## src/rtl/spi_autopoll_pkg.sv

```systemverilog
package spi_autopoll_pkg;
  // configuration word layout
  localparam int CMD_LSB  = 0;
  localparam int TMO_LSB  = 16;
  localparam int BSEL_LSB = 24;
  localparam int POL_BIT  = 30;
  localparam int GO_BIT   = 31;

  // status bit positions
  localparam int ST_DONE = 0;
  localparam int ST_HIT  = 1;
  localparam int ST_TMO  = 2;
  localparam int ST_W    = 3;

  typedef enum logic [1:0] {
    SQ_IDLE = 2'd0,
    SQ_CMD  = 2'd1,
    SQ_RSP  = 2'd2,
    SQ_END  = 2'd3
  } seq_state_t;
endpackage

```

## src/rtl/ap_try_limit.sv

```systemverilog
module ap_try_limit #(
  parameter int CLK_W    = 3,
  parameter int TMO_W    = 4,
  parameter int TRY_BASE = 31,
  localparam int BASE_W  = $clog2(TRY_BASE + 1),
  localparam int MAX_SH  = (2**CLK_W - 1) + (2**TMO_W - 1),
  localparam int SH_W    = $clog2(MAX_SH + 1),
  localparam int CNT_W   = BASE_W + MAX_SH
) (
  input  logic             clk,
  input  logic             rst,
  input  logic             start,
  input  logic [CLK_W-1:0] clk_sel,
  input  logic [TMO_W-1:0] tmo,
  input  logic             try_end,
  output logic             last_try
);
  logic [CNT_W-1:0] limit_q;
  logic [CNT_W-1:0] tries_q;
  logic [SH_W-1:0]  shift;

  assign shift = SH_W'(clk_sel) + SH_W'(tmo);

  always_ff @(posedge clk) begin
    if (rst) begin
      limit_q <= '0;
      tries_q <= '0;
    end else if (start) begin
      limit_q <= CNT_W'(TRY_BASE) << shift;
      tries_q <= '0;
    end else if (try_end) begin
      tries_q <= tries_q + CNT_W'(1);
    end
  end

  // the try now ending is the final one allowed
  assign last_try = (tries_q == limit_q - CNT_W'(1));
endmodule

```

## src/rtl/ap_seq.sv

```systemverilog
module ap_seq
  import spi_autopoll_pkg::*;
#(
  parameter int BYTE_W = 8,
  localparam int BIT_W = $clog2(BYTE_W)
) (
  input  logic              clk,
  input  logic              rst,
  input  logic              start,
  input  logic              abort_req,
  input  logic              last_try,
  input  logic [BYTE_W-1:0] cmd,
  input  logic [BIT_W-1:0]  bsel,
  input  logic              pol,
  input  logic              xfer_ack,
  input  logic [BYTE_W-1:0] xfer_rx,
  output logic              busy,
  output logic              try_end,
  output logic [ST_W-1:0]   ev,
  output logic              xfer_req,
  output logic              xfer_cs,
  output logic [BYTE_W-1:0] xfer_tx
);
  seq_state_t state_q;
  logic       abort_q;
  logic       hit_q;
  logic       finish;

  assign try_end = (state_q == SQ_END);
  assign finish  = abort_q || hit_q || last_try;

  always_ff @(posedge clk) begin
    if (rst) begin
      state_q <= SQ_IDLE;
      hit_q   <= 1'b0;
    end else begin
      unique case (state_q)
        SQ_IDLE: if (start) state_q <= SQ_CMD;
        SQ_CMD:  if (xfer_ack) state_q <= SQ_RSP;
        SQ_RSP:  if (xfer_ack) begin
                   hit_q   <= (xfer_rx[bsel] == pol);
                   state_q <= SQ_END;
                 end
        SQ_END:  state_q <= finish ? SQ_IDLE : SQ_CMD;
        default: state_q <= SQ_IDLE;
      endcase
    end
  end

  always_ff @(posedge clk) begin
    if (rst)            abort_q <= 1'b0;
    else if (start)     abort_q <= 1'b0;
    else if (abort_req) abort_q <= 1'b1;
  end

  always_comb begin
    ev          = '0;
    ev[ST_DONE] = try_end;
    ev[ST_HIT]  = try_end && !abort_q && hit_q;
    ev[ST_TMO]  = try_end && !abort_q && !hit_q && last_try;
  end

  assign busy     = (state_q != SQ_IDLE);
  assign xfer_req = (state_q == SQ_CMD) || (state_q == SQ_RSP);
  assign xfer_cs  = xfer_req;
  assign xfer_tx  = (state_q == SQ_CMD) ? cmd : '0;
endmodule

```

## src/rtl/ap_irq.sv

```systemverilog
module ap_irq
  import spi_autopoll_pkg::*;
(
  input  logic            clk,
  input  logic            rst,
  input  logic [ST_W-1:0] ev,
  input  logic            clr_en,
  input  logic [ST_W-1:0] clr_data,
  input  logic            mask_wr_en,
  input  logic [ST_W-1:0] mask_wdata,
  output logic [ST_W-1:0] stat,
  output logic            irq
);
  logic [ST_W-1:0] mask_q;
  logic [ST_W-1:0] clr_vec;
  logic [ST_W-1:0] stat_nxt;

  assign clr_vec  = clr_en ? clr_data : '0;
  assign stat_nxt = (stat & ~clr_vec) | ev;

  always_ff @(posedge clk) begin
    if (rst) begin
      stat   <= '0;
      irq    <= 1'b0;
      mask_q <= '0;
    end else begin
      stat <= stat_nxt;
      irq  <= |(stat_nxt & ~stat & ~mask_q);
      if (mask_wr_en) mask_q <= mask_wdata;
    end
  end
endmodule

```

## src/rtl/spi_autopoll.sv

```systemverilog
module spi_autopoll
  import spi_autopoll_pkg::*;
#(
  parameter int CLK_W    = 3,
  parameter int TMO_W    = 4,
  parameter int BYTE_W   = 8,
  parameter int TRY_BASE = 31,
  localparam int BIT_W   = $clog2(BYTE_W)
) (
  input  logic              clk,
  input  logic              rst,
  input  logic              cfg_wr_en,
  input  logic [31:0]       cfg_wdata,
  output logic [31:0]       cfg_rdata,
  input  logic [CLK_W-1:0]  clk_sel,
  input  logic              mask_wr_en,
  input  logic [ST_W-1:0]   mask_wdata,
  input  logic              stat_clr_en,
  input  logic [ST_W-1:0]   stat_clr_data,
  output logic [ST_W-1:0]   irq_stat,
  output logic              irq,
  output logic              xfer_req,
  output logic              xfer_cs,
  output logic [BYTE_W-1:0] xfer_tx,
  input  logic              xfer_ack,
  input  logic [BYTE_W-1:0] xfer_rx
);
  logic [BYTE_W-1:0] cmd_q;
  logic [TMO_W-1:0]  tmo_q;
  logic [BIT_W-1:0]  bsel_q;
  logic              pol_q;
  logic              busy;
  logic              start;
  logic              abort_req;
  logic              try_end;
  logic              last_try;
  logic [ST_W-1:0]   ev;
  logic              unused_wdata;

  assign unused_wdata = ^cfg_wdata;
  assign start     = cfg_wr_en && !busy && cfg_wdata[GO_BIT];
  assign abort_req = cfg_wr_en && busy && !cfg_wdata[GO_BIT];

  // fields are frozen while a poll runs
  always_ff @(posedge clk) begin
    if (rst) begin
      cmd_q  <= '0;
      tmo_q  <= '0;
      bsel_q <= '0;
      pol_q  <= 1'b0;
    end else if (cfg_wr_en && !busy) begin
      cmd_q  <= cfg_wdata[CMD_LSB +: BYTE_W];
      tmo_q  <= cfg_wdata[TMO_LSB +: TMO_W];
      bsel_q <= cfg_wdata[BSEL_LSB +: BIT_W];
      pol_q  <= cfg_wdata[POL_BIT];
    end
  end

  always_comb begin
    cfg_rdata                       = '0;
    cfg_rdata[CMD_LSB +: BYTE_W]    = cmd_q;
    cfg_rdata[TMO_LSB +: TMO_W]     = tmo_q;
    cfg_rdata[BSEL_LSB +: BIT_W]    = bsel_q;
    cfg_rdata[POL_BIT]              = pol_q;
    cfg_rdata[GO_BIT]               = busy;
  end

  ap_try_limit #(
    .CLK_W(CLK_W), .TMO_W(TMO_W), .TRY_BASE(TRY_BASE)
  ) u_limit (
    .clk(clk), .rst(rst), .start(start), .clk_sel(clk_sel),
    .tmo(cfg_wdata[TMO_LSB +: TMO_W]), .try_end(try_end), .last_try(last_try)
  );

  ap_seq #(.BYTE_W(BYTE_W)) u_seq (
    .clk(clk), .rst(rst), .start(start), .abort_req(abort_req),
    .last_try(last_try), .cmd(cmd_q), .bsel(bsel_q), .pol(pol_q),
    .xfer_ack(xfer_ack), .xfer_rx(xfer_rx), .busy(busy), .try_end(try_end),
    .ev(ev), .xfer_req(xfer_req), .xfer_cs(xfer_cs), .xfer_tx(xfer_tx)
  );

  ap_irq u_irq (
    .clk(clk), .rst(rst), .ev(ev), .clr_en(stat_clr_en),
    .clr_data(stat_clr_data), .mask_wr_en(mask_wr_en),
    .mask_wdata(mask_wdata), .stat(irq_stat), .irq(irq)
  );
endmodule

```

## config.mk

```make
export PLATFORM = sky130hd
export DESIGN_NAME = spi_autopoll
export DESIGN_NICKNAME = d
export VERILOG_FILES = /design/src/rtl/spi_autopoll_pkg.sv /design/src/rtl/ap_try_limit.sv /design/src/rtl/ap_seq.sv /design/src/rtl/ap_irq.sv /design/src/rtl/spi_autopoll.sv
export SDC_FILE = /design/constraint.sdc
export NUM_CORES = 1
export LEC_CHECK = 0
export BUFFER_PORTS_ARGS = -buffer_cell sky130_fd_sc_hd__buf_4
export CAP_MARGIN = 20
export CELL_PAD_IN_SITES_DETAIL_PLACEMENT = 1
export CELL_PAD_IN_SITES_GLOBAL_PLACEMENT = 1
export CORE_UTILIZATION = 36
export DETAILED_ROUTE_END_ITERATION = 16
export GPL_TIMING_DRIVEN = 0
export PLACE_DENSITY_LB_ADDON = 0.1
export SLEW_MARGIN = 20
export SYNTH_ARGS = -nofsm -noshare
export SYNTH_HDL_FRONTEND = slang
export SYNTH_SLANG_ARGS = --single-unit
```

## constraint.sdc

```tcl
create_clock -name clk -period 2.4 [get_ports clk]
set_input_delay 0.24 -clock clk [delete_from_list [all_inputs] [get_ports clk]]
set_output_delay 0.24 -clock clk [all_outputs]
set_load 0.01 [all_outputs]
```

# Yosys cells after proc, flatten, opt, wreduce, memory -nomap -nowiden
# Index checks and enable logic that the tools add are counted.
# Widths: inputs -> output; s select.
# classes
bitwise_logic,7
mul,0
shift,1
n_eq_ne,8
n_mux,9
reduce_logical,21
div,0
add_sub_neg,3
order_cmp,1
# op_table
operator,count
$add 27x1->27 const B,1
$eq 27x27->1,1
$shl 5x5->27 const A,1
$sub 27x1->27 const B,1
$and 3x3->3,3
$not 3->3,3
$logic_and 1x1->1,8
$mux 8,1
$pmux 2 s4,1
$mux 2,3
$ne 2x2->1 const B,3
$add 3x4->5,1
$eq 2x2->1 const B,2
$logic_not 1->1,4
$lt 3x4->1 const B,1
$bmux 1 s3,1
$logic_or 1x1->1,3
$mux 3,1
$or 3x3->3,1
$reduce_and 3->1,1
$reduce_or 3->1,1
$eq 2x1->1 const B,1
$logic_not 2->1,1
$mux 1,2
other kinds (4),4
# totals
latchBits,0
wordCells,62
in_bits,55
mem_bits_rw,0
memories,0
romBits,0
regBits,81
output_inout_bits,46

# Longest topological paths before layout
# logic_depth
ltp_word,8
depth_mapped,11
ltp_nobuf,10

# Modules after synthesis
# Synthesis repeated with hierarchy kept, for this count alone.
# hier_totals
cells_unflattened,547
hier_area_um2,4777.1
# modules_own_cells
module,seq_area_each_um2,area_each_um2,instances,cells_per_inst
ap_try_limit,1081.0,3210.6,1,390
spi_autopoll,320.3,908.4,1,92
ap_seq,80.1,386.6,1,41
ap_irq,140.1,271.5,1,24

# Worst setup path after synthesis
# Ideal clock, no wire load.
# synth_path
path_type,reg2reg
start,register u_limit.limit_q[0]
end,register u_seq.state_q[0]
arrival_time_ps,2441
path_slack_ps,-156
stages_incl_launch_ff,10
n_path_buf,0
required_ps,2285
setup_time_ps,115
period_less_slack_ps,2556
path_cell_list,dfxtp_1 > inv_1 > ha_1 > nor3b_1 > nor4b_4 > nand2_1 > or4_1 > a2111oi_2 > nand3_1 > o21a_1
# synth_between
elab_chain_len,5
# synth_lines
element,line,source
from (decl),ap_try_limit.sv:18,logic [CNT_W-1:0] limit_q;
from (signal assigned),ap_try_limit.sv:29,limit_q <= CNT_W'(TRY_BASE) << shift;
$sub 27x1->27,ap_try_limit.sv:37,assign last_try = (tries_q == limit_q - CNT_W'(1));
$eq 27x27->1,ap_try_limit.sv:37,
$logic_or 1x1->1,ap_seq.sv:30,assign finish = abort_q || hit_q || last_try;
$mux 1,ap_seq.sv:44,SQ_END: state_q <= finish ? SQ_IDLE : SQ_CMD;
$pmux 2 s4,ap_seq.sv:37,unique case (state_q)
to (signal assigned),ap_seq.sv:44,
to (decl),ap_seq.sv:24,seq_state_t state_q;
# Every way passes these cells.
# A chain may end at the register's enable or synchronous reset.

# Final worst setup path
# layout_path
start,register u_limit.limit_q[1]
end,register u_irq.stat[2]
# layout_between
elab_chain_len,4
# layout_lines
element,line,source
$sub 27x1->27,ap_try_limit.sv:37,
$eq 27x27->1,ap_try_limit.sv:37,
$logic_and 1x1->1,ap_seq.sv:60,ev[ST_TMO] = try_end && !abort_q && !hit_q && last_try;
$or 3x3->3,ap_irq.sv:19,assign stat_nxt = (stat & ~clr_vec) | ev;
to (signal assigned),ap_irq.sv:27,stat <= stat_nxt;
to (decl),ap_irq.sv:11,"output logic [ST_W-1:0] stat,"
# Every way passes these cells.

==> flow_summary.ini <==
[clock_network]
worstSkewPairLatency_ns = 0.35
cts-root-buf = clkbuf_16
clockBufferDepth = 2
h_tree_levels = 3
cts_tree = done
clock-sinks = 81
cts_hold_repair.buffers = 0
cts_inserted_buffers = 9
clkSlewWorstSetupHoldPaths_ns = 0.06

[floorplan]
ioPinCount = 101
chipWidth_um = 115
die_area_um2 = 13200
total_number_of_placement_rows = 40
fp.dieH_um = 115
floorplan.core_area_um2 = 12200
initial_core_util = 0.376

[outcome]
violations = negative setup slack
outcome = finished with violations

[route]
avgRoutedWirePerCell_um = 16.0
first_iter_violations = 170
routed-via-count = 4276
drt-pass1-iter-count = 4
drc = 0
antenna_left = 0
drt-vias-per-instance = 5.10
detail_route.wirelength_mm = 13.5

[worst_setup_path]
crit_fanout = 4
r2r_setup_slack_ns = -0.19
critPathCaptureType = flip-flop
ff2ff_path_depth = 9
crit_path_max_incr_delay_ns = 0.43
crit_slowest_cell = or4_4
r2r-start = u_limit.limit_q[1]
timing.setup.critical_path_class = reg -> reg
crit_path_cell_trace = inv_1, ha_2, nor3b_4, nor4b_4, nand2_1, or4_4, a2111oi_4, nand4_1, a21oi_1
critPathArrivalTime_ns = 2.87
critical_path.endpoint = u_irq.stat[2]
critical_path.startpoint = u_limit.limit_q[1]
critical_path_rt_ns = 2.67
r2r_end = u_irq.stat[2]
critPathLaunchType = flip-flop

[logic_synthesis]
ys_ff_latch = 81
yosys_warn_count = 0
synth_area_per_cell_um2 = 8.13
syn-cell-area_um2 = 4600
ys_seq_area_frac = 0.353
yosys.cell_types.count = 60
primary_flip_flop_cell_chosen_by_synthesis_mapping = dfxtp_1
synth-edff-count = 0
postSynth.asyncResetShare = 0
syn_inst = 565

[global_routing]
antenna_found_initial = 0
grt_start_max_net_pins = 13
grt_pass1_vias = 4510
grt-ovfl-total = 0
global_route_wire_length_before_repair_mm = 22.3
grt_usage = 0.217

[timing]
tightestPinTransition_ns = 0.712
worst_path_setup_slack_after_routing_ns = -0.193
maxSlewViolCount = 0
finalClockSkew_ns = 0.00729
maxClockFrequency_mhz = 386
min_period_over_period = 1.08
timing.final.hold_violations = 0
layout_min_cycle_time_ns = 2.59
grt_setup_unrepaired = true
slew-limit-headroom = 0.524
finalSetupViolations = 3

[hold_path]
holdCritPathClass = in -> reg
worstHoldPathCells = 2

[cells_and_area]
diodes = 0
instances_no_fill = 839
drive_above_1_share = 0.234
finish.instance_area_um2 = 5890
area_delta_synth_final_pct = 28.1
final_nets = 732
num-fill-cells = 1533

[placement]
globalplace.congestion = 0.876
port-buffer-count = 69
place_area_um2 = 5400
place_inst = 816
detailed_place_hpwl_mm = 10.4

[power]
power.density_nw_per_um2 = 786
irDropWorstVdd_mv = 0.354
power_leakage_nw = 2.46

[job]
cap_violations = 0
## cells in the final DEF, fill, tap and decap left out, types with 10 or more instances in the layout
cell type and count:
clkbuf_1 13, dfxtp_1 78, o21ai_0 18, xnor2_1 32, buf_4 97, nand2_1 83, nor3_1 10, nor2_1 61
xor2_1 35, a21oi_1 37, nand3_1 15, and2_1 12, conb_1 15
## sequential cells by signal, summed over array words and instances, names as in the netlist
| name | cells |
|---|---|
| u_limit.tries_q | 27 |
| u_irq.stat | 3 |
| pol_q | 1 |
| u_irq.mask_q | 3 |
| u_seq.hit_q | 1 |
| u_seq.abort_q | 1 |
| u_irq.irq | 1 |
| u_limit.limit_q | 27 |
| bsel_q | 3 |
| tmo_q | 4 |
| cmd_q | 8 |
| u_seq.state_q | 2 |
## Yosys cell counts, drive strengths merged, types with 10 or more instances
cell type / number / share of area
a21oi: 38 / 0.041
and2: 12 / 0.016
buf: 27 / 0.044
clkbuf: 19 / 0.017
dfxtp: 81 / 0.35
ha: 10 / 0.027
nand2: 84 / 0.069
nand3: 15 / 0.016
nor2: 62 / 0.051
nor3: 16 / 0.017
o21ai: 19 / 0.021
xnor2: 32 / 0.061
xor2: 35 / 0.067
## critical path, delay by kind of cell, from the launching register on
kind                       cells  cell delay (ns)
AOI/OAI and AO/OA              2             0.56
adders and majority gates      1             0.22
buffers and inverters          1             0.11
DFF                            1             0.36
and+or+nand+nor                5             1.25
## routing by layer
metal	GRT usage	part of all wire	routed length, um	up-vias
met1	0.252	0.43	5760	2060
li1	-	-	-	2128
met3	0.0569	0.038	517	14
met5	0	0	0	-
met2	0.392	0.52	6970	74
met4	0.0606	0.016	209	0
## stage by stage
| stage | TNS (ns) | worst slack (ns) | utilization | power, mW | hold WS (ns) |
|---|---|---|---|---|---|
| floorplan | 0 | 0.0146 | - | 2.68 | 0.356 |
| global placement | -4.63 | -0.578 | 0.442 | 3.17 | 0.445 |
| detailed placement | -6.33 | -0.648 | 0.442 | 3.23 | 0.463 |
| CTS | -0.543 | -0.199 | 0.475 | 4.63 | 0.106 |
| global route | -0.819 | -0.293 | 0.482 | 4.93 | 0.112 |
| finish | -0.521 | -0.193 | 0.482 | 4.62 | 0.123 |
## timing repair
item | 4_1_cts | 5_1_grt
gates resized for setup | 23 | 14
pin swaps | 8 | 3
endpoints found under the setup margin | 28 | 36
buffers inserted | 4 | 6
gates cloned | 0 | 0
## area by class of cell
| cell class | instances | area [um^2] | share of cell area |
|---|---|---|---|
| Multi-Input combinational cell | 443 | 2870 | 0.488 |
| Inverter | 9 | 33.8 | 0.00574 |
| Sequential cell | 81 | 1630 | 0.277 |
| Buffer | 43 | 272 | 0.0461 |
| Timing Repair Buffer | 79 | 593 | 0.101 |
| Clock buffer | 13 | 260 | 0.0442 |
| Tap cell | 168 | 210 | 0.0357 |
| Clock inverter | 3 | 15.0 | 0.00255 |
## power by group
group          internal (mW)  switching [mW]  total (mW)
clock                  0.752           0.543        1.29
sequential              1.45           0.112        1.56
combinational          0.801           0.970        1.77
total                   3.00            1.62        4.62
## how the worst min path moves through the flow
stage,from,end,slack [ns]
2_1_floorplan,xfer_ack,u_seq.hit_q,0.36
3_3_place_gp,tmo_q[3],tmo_q[3],0.45
3_5_place_dp,tmo_q[1],tmo_q[1],0.46
4_1_cts,xfer_ack,u_seq.hit_q,0.11
5_1_grt,xfer_ack,u_seq.hit_q,0.11
6_report,xfer_ack,u_seq.hit_q,0.12
## kinds of logic after synthesis
family	count (synthesis)	synth area share
flops	81	0.353
fa+ha+maj	11	0.0316
xor+xnor	67	0.128
compound gates	97	0.136
mux	7	0.0207
buf+inv	55	0.0681
other cells	1	0.000816
simple gates	246	0.262
No activity file was read; power rests on OpenSTA's default activity.
